[src/rtl/tmr_pkg.sv]
package tmr_pkg;
  localparam int CTRL_W  = 16;
  localparam int PRE_W   = 8;
  localparam int B_ON    = 15;
  localparam int B_GATE  = 7;
  localparam int PS_LSB  = 4;
  localparam int B_PAIR  = 3;
  localparam int B_EXT   = 1;
  localparam logic [CTRL_W-1:0] CTRL_MASK = 16'h80FA;

  typedef enum logic [2:0] {
    A_CTRL   = 3'd0,
    A_SET    = 3'd1,
    A_CLR    = 3'd2,
    A_CNT_LO = 3'd3,
    A_CNT_HI = 3'd4,
    A_PER_LO = 3'd5,
    A_PER_HI = 3'd6
  } reg_addr_e;

  typedef struct packed {
    logic       on;
    logic       gate;
    logic [2:0] ps;
    logic       pair;
    logic       ext;
  } cfg_t;

  function automatic cfg_t cfg_decode(input logic [CTRL_W-1:0] c);
    cfg_t r;
    r.on   = c[B_ON];
    r.gate = c[B_GATE];
    r.ps   = c[PS_LSB+2:PS_LSB];
    r.pair = c[B_PAIR];
    r.ext  = c[B_EXT];
    return r;
  endfunction

  function automatic logic [PRE_W:0] ps_ratio(input logic [2:0] code);
    logic [PRE_W:0] r;
    if (code == 3'd7) r = (PRE_W+1)'(256);
    else              r = (PRE_W+1)'(1) << code;
    return r;
  endfunction

  function automatic logic [CTRL_W-1:0] ctrl_next(input logic [1:0] op,
                                                  input logic [CTRL_W-1:0] cur,
                                                  input logic [CTRL_W-1:0] w);
    logic [CTRL_W-1:0] m;
    m = w & CTRL_MASK;
    case (op)
      2'd1:    return cur | m;
      2'd2:    return cur & ~m;
      default: return m;
    endcase
  endfunction
endpackage

[src/rtl/tmr_sync.sv]
module tmr_sync #(
  parameter int STAGES = 2
) (
  input  logic clk,
  input  logic rst_n,
  input  logic din,
  output logic dout
);
  logic [STAGES-1:0] sh;

  always_ff @(posedge clk or negedge rst_n) begin
    if (!rst_n) sh <= '0;
    else        sh <= {sh[STAGES-2:0], din};
  end

  assign dout = sh[STAGES-1];
endmodule

[src/rtl/tmr_prescaler.sv]
module tmr_prescaler
  import tmr_pkg::*;
(
  input  logic             clk,
  input  logic             rst_n,
  input  logic             clear,
  input  logic             evt,
  input  logic [2:0]       ps_code,
  output logic             tick,
  output logic [PRE_W-1:0] pre_cnt,
  output logic [PRE_W:0]   ratio
);
  logic last;

  assign ratio = ps_ratio(ps_code);
  assign last  = ({1'b0, pre_cnt} == ratio - 1'b1);
  assign tick  = evt && !clear && last;

  always_ff @(posedge clk or negedge rst_n) begin
    if (!rst_n)        pre_cnt <= '0;
    else if (clear)    pre_cnt <= '0;
    else if (evt) begin
      if (last)        pre_cnt <= '0;
      else             pre_cnt <= pre_cnt + 1'b1;
    end
  end
endmodule

[src/rtl/tmr_segment.sv]
module tmr_segment #(
  parameter int W = 16
) (
  input  logic         clk,
  input  logic         rst_n,
  input  logic         load,
  input  logic [W-1:0] load_val,
  input  logic         tick,
  input  logic         wrap,
  input  logic         step,
  output logic [W-1:0] cnt
);
  always_ff @(posedge clk or negedge rst_n) begin
    if (!rst_n)        cnt <= '0;
    else if (load)     cnt <= load_val;
    else if (tick) begin
      if (wrap)        cnt <= '0;
      else if (step)   cnt <= cnt + 1'b1;
    end
  end
endmodule

[src/rtl/gated_period_timer.sv]
module gated_period_timer
  import tmr_pkg::*;
#(
  parameter int SEG_W       = 16,
  parameter int SYNC_STAGES = 2,
  localparam int DATA_W     = 2 * SEG_W
) (
  input  logic              clk,
  input  logic              rst_n,
  input  logic              wr_en,
  input  logic [2:0]        addr,
  input  logic [DATA_W-1:0] wdata,
  output logic [DATA_W-1:0] rdata,
  input  logic              ext_clk_in,
  input  logic              gate_in,
  output logic [1:0]        match_pulse
);
  logic [CTRL_W-1:0] ctrl_q;
  cfg_t              cfg;
  logic              ctrl_on, gate_en, pair_mode;
  logic              ctrl_wr, cnt_wr;
  logic              gate_s, ext_s, ext_prev, ext_rise;
  logic              src_evt, evt, pre_clear, tick;
  logic [PRE_W-1:0]  pre_cnt;
  logic [PRE_W:0]    ratio;
  logic [SEG_W-1:0]  per_q [2];
  logic [SEG_W-1:0]  seg_cnt [2];
  logic [SEG_W-1:0]  seg_val [2];
  logic [1:0]        seg_load, seg_wrap, seg_step;
  logic [DATA_W-1:0] cnt_full, per_full;
  logic              hit32, hit_lo, hit_hi, wrap_lo;
  logic [1:0]        match_q;

  assign cfg       = cfg_decode(ctrl_q);
  assign ctrl_on   = cfg.on;
  assign gate_en   = cfg.gate;
  assign pair_mode = cfg.pair;

  assign ctrl_wr = wr_en && (addr == A_CTRL || addr == A_SET || addr == A_CLR);
  assign cnt_wr  = wr_en && (addr == A_CNT_LO || addr == A_CNT_HI);

  always_ff @(posedge clk or negedge rst_n) begin
    if (!rst_n)       ctrl_q <= '0;
    else if (ctrl_wr) ctrl_q <= ctrl_next(addr[1:0], ctrl_q, wdata[CTRL_W-1:0]);
  end

  tmr_sync #(.STAGES(SYNC_STAGES)) u_gate_sync (
    .clk(clk), .rst_n(rst_n), .din(gate_in), .dout(gate_s));
  tmr_sync #(.STAGES(SYNC_STAGES)) u_ext_sync (
    .clk(clk), .rst_n(rst_n), .din(ext_clk_in), .dout(ext_s));

  always_ff @(posedge clk or negedge rst_n) begin
    if (!rst_n) ext_prev <= 1'b0;
    else        ext_prev <= ext_s;
  end
  assign ext_rise = ext_s && !ext_prev;

  assign src_evt   = cfg.ext ? ext_rise : 1'b1;
  assign evt       = ctrl_on && (!gate_en || gate_s) && src_evt;
  assign pre_clear = !ctrl_on || cnt_wr || ctrl_wr;

  tmr_prescaler u_pre (
    .clk(clk), .rst_n(rst_n), .clear(pre_clear), .evt(evt),
    .ps_code(cfg.ps), .tick(tick), .pre_cnt(pre_cnt), .ratio(ratio));

  assign cnt_full = {seg_cnt[1], seg_cnt[0]};
  assign per_full = {per_q[1], per_q[0]};
  assign hit32    = (cnt_full == per_full);
  assign hit_lo   = (seg_cnt[0] == per_q[0]);
  assign hit_hi   = (seg_cnt[1] == per_q[1]);
  assign wrap_lo  = pair_mode ? hit32 : hit_lo;

  assign seg_load[0] = wr_en && addr == A_CNT_LO;
  assign seg_load[1] = wr_en && (addr == A_CNT_HI || (addr == A_CNT_LO && pair_mode));
  assign seg_val[0]  = wdata[SEG_W-1:0];
  assign seg_val[1]  = (addr == A_CNT_LO) ? wdata[DATA_W-1:SEG_W] : wdata[SEG_W-1:0];
  assign seg_wrap[0] = wrap_lo;
  assign seg_wrap[1] = pair_mode ? hit32 : hit_hi;
  assign seg_step[0] = 1'b1;
  assign seg_step[1] = pair_mode ? (seg_cnt[0] == {SEG_W{1'b1}}) : 1'b1;

  for (genvar g = 0; g < 2; g++) begin : g_seg
    tmr_segment #(.W(SEG_W)) u_seg (
      .clk(clk), .rst_n(rst_n), .load(seg_load[g]), .load_val(seg_val[g]),
      .tick(tick), .wrap(seg_wrap[g]), .step(seg_step[g]), .cnt(seg_cnt[g]));
  end

  always_ff @(posedge clk or negedge rst_n) begin
    if (!rst_n) begin
      per_q[0] <= '1;
      per_q[1] <= '1;
    end else if (wr_en) begin
      if (addr == A_PER_LO) begin
        per_q[0] <= wdata[SEG_W-1:0];
        if (pair_mode) per_q[1] <= wdata[DATA_W-1:SEG_W];
      end else if (addr == A_PER_HI) begin
        per_q[1] <= wdata[SEG_W-1:0];
      end
    end
  end

  always_ff @(posedge clk or negedge rst_n) begin
    if (!rst_n) match_q <= '0;
    else begin
      match_q[0] <= tick && wrap_lo && !cnt_wr;
      match_q[1] <= tick && !pair_mode && hit_hi && !cnt_wr;
    end
  end
  assign match_pulse = match_q;

  always_comb begin
    rdata = '0;
    case (addr)
      A_CTRL, A_SET, A_CLR: rdata = {{(DATA_W-CTRL_W){1'b0}}, ctrl_q};
      A_CNT_LO: rdata = pair_mode ? cnt_full : {{SEG_W{1'b0}}, seg_cnt[0]};
      A_CNT_HI: rdata = {{SEG_W{1'b0}}, seg_cnt[1]};
      A_PER_LO: rdata = pair_mode ? per_full : {{SEG_W{1'b0}}, per_q[0]};
      A_PER_HI: rdata = {{SEG_W{1'b0}}, per_q[1]};
      default:  rdata = '0;
    endcase
  end
endmodule

[config.mk]
export PLATFORM = sky130hd
export DESIGN_NAME = gated_period_timer
export DESIGN_NICKNAME = d
export VERILOG_FILES = /design/src/rtl/tmr_pkg.sv /design/src/rtl/tmr_sync.sv /design/src/rtl/tmr_prescaler.sv /design/src/rtl/tmr_segment.sv /design/src/rtl/gated_period_timer.sv
export SDC_FILE = /design/constraint.sdc
export NUM_CORES = 1
export LEC_CHECK = 0
export ABC_CLOCK_PERIOD_IN_PS = 2600
export BUFFER_PORTS_ARGS = -buffer_cell sky130_fd_sc_hd__buf_2
export CAP_MARGIN = 20
export CORE_AREA = 2 2 97 169
export CTS_CLUSTER_DIAMETER = 50
export DETAILED_ROUTE_END_ITERATION = 6
export DIE_AREA = 0 0 99 171
export PLACE_DENSITY = 0.7
export SYNTH_ARGS = -nofsm -noshare
export SYNTH_HDL_FRONTEND = slang
export SYNTH_SLANG_ARGS = --single-unit
[constraint.sdc]
create_clock -name clk -period 2.6 [get_ports clk]
set_clock_uncertainty 0.2 [all_clocks]
set_input_delay 0.13 -clock clk [delete_from_list [all_inputs] [get_ports clk]]
set_output_delay 0.13 -clock clk [all_outputs]
set_load 0.02 [all_outputs]
==> flow_summary_export.csv, run 1 <==
group,metric,value,unit
setup_path,worstReg2RegEnd,"g_seg[1].u_seg.cnt[4]$_DFFE_PN0P_",
cells_and_area,area_growth,37.3,%
power,leakage,3.60,nW
timing,slew_violations,0,
floorplan,start_util,38.2,%
yosys,syn_area,0.00598,sq mm
setup_path,critical_path_class,"reg2reg",
cells_and_area,nets,939,
power,pwr-share-clk,21.1,%
power,p_sw,2.25,mW
floorplan,die_w,99,um
setup_path,worstPathRequired,2620,ps
clock_network,cts_tree,"done",
setup_path,start_kind,"flop",
run_status,violations,"negative setup slack",
route,wl_per_cell,20.7,um
yosys,synth_ff_type,"dfrtp_1",
place,gp_congestion,0.971,
route,wirelength,22500,um
global_route,grt_overflow,0,
power,pwr-share-seq,34.9,%
timing,tightest_slew,692,ps
setup_path,path_cells,"or3_1 -> and4_1 -> o32ai_2 -> buf_4 -> nor3_4 -> buf_4 -> a311oi_1 -> a211oi_1",
yosys,ys_seq_area_share,36.6,%
setup_path,rrSetupSlack,-9,ps
setup_path,crit_arrival,2630,ps
setup_path,slowest_stage,"or3_1",
setup_path,crit_path_max_incr_delay,440,ps
timing,fin_crit,2610,ps
timing,fin_crit_sh,100,%
setup_path,r2r-start,"ctrl_q[6]$_DFFE_PN0P_",
clock_network,root_buffer,"clkbuf_16",
floorplan,fp.dieH,171,um
global_route,grt_pass1_wl,34700,um
power,swShare,38.7,%
yosys,avgSynthCellArea,8.57,sq um
cells_and_area,drive_gt1_share,33.0,%
power,vdd_drop_max,0.381,mV
min_path,hold_path.class,"in2async",
global_route,grt_pass1_vias,6327,
floorplan,dieArea,0.0169,sq mm
yosys,ys_ff_latch,86,
route,viasPerCell,5.94,
clock_network,cts_max_level,3,
setup_path,crit_fanout,6,
clock_network,cts.clk_slew.worst_paths,70,ps
timing,setup_viol,1,
route,firstDrtPassIters,6,
run_status,status,"complete, but fails checks",
floorplan,core_area,0.0156,sq mm
flow_run,maxCapViolCount,0,
cells_and_area,n_antenna_cell,0,
timing,rsz0062_at_grt,"yes",
timing,fin_hold_ws,74.1,ps
setup_path,crit_top_cell,"buf_4",
power,intPower,3.56,mW
clock_network,clockBufferDepth,2,
route,vias,6450,
yosys,synth_cell_types,65,
floorplan,rows,61,
floorplan,io_pins,74,
setup_path,end_kind,"flop",
place,portBuffers,73,
yosys,synth_edf_count,0,
clock_network,clk-insertion-delay-late,350,ps
place,dpl.hpwl,16700,um
timing,worst_slack,-9.39,ps
yosys,synthCells,698,
global_route,antenna_found_initial,0,
yosys,ys_warn_count,0,
global_route,grt_max_degree,44,
timing,slew_headroom,53.8,%
cells_and_area,finalNonFillerCells,1086,
route,ant_nets,0,
yosys,synth.net_count,745,
timing,max_freq,383,MHz
route,drc_errors,0,
route,initialDrtViolationCount,590,
power,power_density,707,mW/mm^2
global_route,track_usage,26.4,%
power,combPwrFrac,44.0,%
place,dpl.cell_count,1018,
clock_network,cts_sinks,86,
yosys,synthArstFlopShare,100,%
setup_path,reg2reg_depth,8,
cells_and_area,nFillCells,1419,
clock_network,numCtsBuffers,9,
timing,hold_violations,0,
[what timing repair did]
action                                  in CTS  in global routing
endpoints found under the hold margin      128                  0
resized for setup                            7                 23
pin swaps                                    4                  6
setup buffers                                3                  4
hold buffers                                45                  0
endpoints found under the setup margin      25                 29
[worst max path at each step]
stage                           from                                 end  slack (ps)
2_1_floorplan  ctrl_q[6]$_DFFE_PN0P_   g_seg[1].u_seg.cnt[0]$_DFFE_PN0P_         0.4
3_3_place_gp                 addr[0]  g_seg[0].u_seg.cnt[11]$_DFFE_PN0P_        -350
3_5_place_dp                 addr[0]  g_seg[0].u_seg.cnt[11]$_DFFE_PN0P_        -410
4_1_cts        ctrl_q[6]$_DFFE_PN0P_  g_seg[0].u_seg.cnt[11]$_DFFE_PN0P_           4
5_1_grt        ctrl_q[6]$_DFFE_PN0P_   g_seg[1].u_seg.cnt[4]$_DFFE_PN0P_         -90
6_report       ctrl_q[6]$_DFFE_PN0P_   g_seg[1].u_seg.cnt[4]$_DFFE_PN0P_          -9
[per-layer routing]
metal / up-vias / global-route usage, % / routed length [um]
met5: - / 0 / 0
met4: 0 / 14.2 / 1260
met3: 85 / 3.51 / 1160
met2: 277 / 48.1 / 12100
met1: 3129 / 29.2 / 7990
li1: 2959 / - / -
[logic make-up (layout without fill, tap and decap cells)]
kind of cell | Yosys count | after routing | synth area share, %
DFF | 86 | 86 | 36.6
xor gates and xnor gates | 37 | 37 | 5.42
adders and majority gates | 7 | 7 | 1.46
muxes | 39 | 39 | 6.88
and+or+nand+nor | 253 | 253 | 21.0
buffers and inverters | 82 | 281 | 5.56
AOI/OAI and AO/OA | 194 | 194 | 23.0
[area by class of cell]
| cell class | count | area (sq um) | share of cell area [%] |
|---|---|---|---|
| inverter | 18 | 67.6 | 0.822 |
| timing repair buffer | 247 | 1830 | 22.3 |
| multi-input combinational | 530 | 3610 | 43.9 |
| tap | 189 | 236 | 2.88 |
| sequential | 86 | 2190 | 26.7 |
| clock buffer | 9 | 225 | 2.74 |
| clock inverter | 7 | 50.0 | 0.609 |
[registers in the layout, summed over array words and instances, names as in the netlist]
signal / cells
ctrl_q: 7
ext_prev: 1
g_seg.u_seg.cnt: 32
match_pulse: 2
per_full: 32
u_ext_sync.sh: 2
u_gate_sync.sh: 2
u_pre.pre_cnt: 8
[cell usage in the layout (no fill, tap or decap), types with 4 or more instances in the layout]
cell type / n
buf_4: 122
dfstp_2: 32
o21ai_0: 31
nor3_1: 12
a21oi_1: 21
o22ai_1: 7
nor4_1: 5
nor2_1: 31
nor2b_1: 17
a32oi_1: 6
and3_1: 8
a22oi_1: 36
buf_6: 6
o221ai_1: 4
buf_2: 72
ha_1: 7
dfrtp_1: 54
inv_1: 18
nand4_1: 24
mux2_2: 17
clkbuf_16: 9
and2_1: 4
mux2i_1: 22
o211ai_1: 7
xnor2_1: 34
o21bai_1: 4
dlygate4sd3_1: 45
a211oi_2: 5
a211oi_1: 13
a31oi_1: 7
a22o_1: 16
nand3_1: 32
nand2_1: 88
[power by group through the flow]
| stage | sequential [mW] | combinational, mW | clock (mW) |
|---|---|---|---|
| after floorplan | 2.00 | 1.29 | 0 |
| after global placement | 2.03 | 2.33 | 0 |
| after detailed placement | 2.04 | 2.35 | 0 |
| after CTS | 2.02 | 2.45 | 1.23 |
| after global routing | 2.07 | 2.73 | 1.30 |
| final | 2.03 | 2.56 | 1.22 |
[cell usage after synthesis (8+ instances only)]
master    count  area, sq um
and3_1        8         50.1
mux2_2       17          191
clkbuf_1     51          191
nor3_1       13         65.1
inv_1        18         67.6
dfstp_2      32          841
a21oi_1      21          105
mux2i_1      22          220
nand4_1      24          150
a211oi_1     18          135
nor2b_1      18          113
a22oi_1      36          270
nor2_1       31          116
o21ai_0      33          165
dfrtp_1      54         1350
a22o_1       16          140
nand3_1      32          160
o22ai_1       8         50.1
nand2_1      90          338
a31oi_1       8         50.1
xnor2_1      34          298
[metrics by stage]
step | utilization, % | TNS, ps | cell area [sq um] | total power [mW] | worst slack, ps
after floorplan | - | 0 | 5980 | 3.29 | 0.394
after global placement | 46.5 | -3340 | 7280 | 4.36 | -353
after detailed placement | 46.5 | -3930 | 7280 | 4.39 | -407
after CTS | 51.6 | 0 | 8080 | 5.70 | 3.99
after global routing | 52.5 | -279 | 8220 | 6.10 | -88.2
final | 52.5 | -9.39 | 8220 | 5.81 | -9.39
[critical path, delay by kind of cell (launching register included)]
family | cells | cell delay [ps]
buffers and inverters | 2 | 380
AOI/OAI and AO/OA | 3 | 770
and+or+nand+nor | 3 | 720
DFF | 1 | 420
No activity file was read; power rests on OpenSTA's default activity.
==> inputs of run 2 (changes only) <==
Settings changed: GPL_TIMING_DRIVEN from default to 1, MAX_ROUTING_LAYER from default to met4.
==> flow_summary_export.csv, run 2 (synthesis results as in run 1) <==
group,metric,value,unit
cells_and_area,n_antenna_cell,0,
setup_path,r2r-start,"ctrl_q[6]$_DFFE_PN0P_",
global_route,grt_pass1_vias,6434,
setup_path,start_kind,"flop",
clock_network,cts.clk_slew.worst_paths,70,ps
setup_path,end_kind,"flop",
place,gp_congestion,0.983,
power,swShare,37.8,%
clock_network,cts_max_level,3,
timing,slew_violations,0,
flow_run,maxCapViolCount,0,
route,drc_errors,1,
route,wirelength,22400,um
power,p_sw,2.28,mW
timing,tns,0,ps
timing,fin_crit_sh,99.3,%
power,combPwrFrac,39.1,%
cells_and_area,nets,917,
timing,rsz0062_at_grt,"yes",
global_route,grt_overflow,0,
floorplan,dieArea,0.0169,sq mm
run_status,status,"complete, but fails checks",
floorplan,core_area,0.0156,sq mm
run_status,violations,"design-rule violations",
place,placed_area,0.00714,sq mm
route,ant_nets,0,
setup_path,crit_fanout,6,
cells_and_area,final_cell_mix,"buf_4, nand2_1, buf_2",
cells_and_area,drive_gt1_share,31.2,%
cells_and_area,area_growth,35.8,%
timing,slew_headroom,52.4,%
route,viasPerCell,6.04,
power,pwr-share-seq,35.1,%
place,dpl.hpwl,16600,um
power,vdd_drop_max,0.399,mV
clock_network,clockBufferDepth,2,
timing,worst_slack,18.9,ps
cells_and_area,fin_area,0.00813,sq mm
clock_network,cts_tree,"done",
cells_and_area,finalNonFillerCells,1064,
setup_path,critical_path_class,"reg2reg",
setup_path,crit_arrival,2650,ps
cells_and_area,final_common_cell,"buf_4",
global_route,grt_pass1_wl,34400,um
setup_path,reg2reg_depth,6,
timing,fin_crit,2580,ps
route,wl_per_cell,21.1,um
timing,setup_viol,0,
setup_path,worstReg2RegEnd,"g_seg[1].u_seg.cnt[0]$_DFFE_PN0P_",
route,vias,6430,
route,initialDrtViolationCount,695,
clock_network,clk-insertion-delay-late,350,ps
timing,max_freq,387,MHz
clock_network,cts_sinks,86,
setup_path,worstPathRequired,2670,ps
timing,hold_violations,0,
place,post-place-ws,-134,ps
power,intPower,3.75,mW
cells_and_area,fin_util,51.9,%
min_path,hold_path.class,"in2async",
setup_path,rrSetupSlack,20,ps
floorplan,die_w,99,um
floorplan,fp.dieH,171,um
power,pwr-share-clk,25.8,%
place,dpl.cell_count,999,
route,firstDrtPassIters,7,
floorplan,start_util,38.2,%
clock_network,root_buffer,"clkbuf_16",
timing,tightest_slew,714,ps
global_route,antenna_found_initial,0,
global_route,grt_max_degree,44,
clock_network,numCtsBuffers,9,
floorplan,rows,61,
place,portBuffers,73,
floorplan,io_pins,74,
global_route,track_usage,27.1,%
power,leakage,3.52,nW
power,power_density,742,mW/mm^2
## run 2: cell types whose count changed in the layout (fill, tap and decap cells not counted), moves of 3 or more
cell           before  now
bufinv_16           0    3
dlygate4sd3_1      45   48
buf_6               6    2
buf_4             122  101
a221oi_1            3    0
a221oi_2            0    3
## run 2: worst max path at each step
stage	from	to	slack, ps
6_report	ctrl_q[6]$_DFFE_PN0P_	g_seg[1].u_seg.cnt[0]$_DFFE_PN0P_	20
5_1_grt	u_pre.pre_cnt[5]$_DFFE_PN0P_	g_seg[1].u_seg.cnt[0]$_DFFE_PN0P_	-40
4_1_cts	ctrl_q[5]$_DFFE_PN0P_	g_seg[1].u_seg.cnt[0]$_DFFE_PN0P_	-5
3_5_place_dp	addr[0]	g_seg[0].u_seg.cnt[12]$_DFFE_PN0P_	-130
3_3_place_gp	addr[0]	g_seg[0].u_seg.cnt[12]$_DFFE_PN0P_	-120
2_1_floorplan	ctrl_q[6]$_DFFE_PN0P_	g_seg[1].u_seg.cnt[0]$_DFFE_PN0P_	0.4
## run 2: power by group through the flow
stage	Sequential (mW)	Clock (mW)	Combinational [mW]
final	2.12	1.56	2.35
after detailed placement	2.12	0	2.15
after global placement	2.11	0	2.14
after CTS	2.10	1.57	2.26
after global routing	2.16	1.63	2.51
after floorplan	2.00	0	1.29
## run 2: timing repair
action	4_1_cts	5_1_grt
hold endpoints to repair	132	0
gates resized for setup	8	20
setup buffers	0	1
pin swaps	2	3
endpoints found under the setup margin	9	27
hold buffers	48	0
## run 2: cell type report
| type | instances | area (sq um) |
|---|---|---|
| Fill cell | 1402 | 7520 |
| Multi-Input combinational cell | 530 | 3610 |
| Sequential cell | 86 | 2190 |
| Timing Repair Buffer | 225 | 1660 |
| Tap cell | 189 | 236 |
| Clock buffer | 9 | 225 |
| Clock inverter | 7 | 126 |
| Inverter | 18 | 67.6 |
## run 2: metrics by stage
stage | hold WS [ps] | power [mW]
after detailed placement | -96.2 | 4.27
after floorplan | -366 | 3.29
after global routing | 107 | 6.30
after global placement | -94.1 | 4.25
final | 67.6 | 6.03
after CTS | 76.5 | 5.93
## run 2: routing by layer
layer	vias to the layer above	part of all wire [%]	track usage, %
li1	2924	-	-
met1	3063	35	28.7
met2	338	53	47.9
met3	105	5.6	3.31
met4	0	6.5	16.1
met5	-	0	-
## run 2: worst max-delay path: stages (launching register included)
cell and delay [ps]:
dfrtp_2 440, or4b_4 560, a21boi_4 170, o32ai_4 140, or3_4 400, or4_4 530
o221ai_2 70
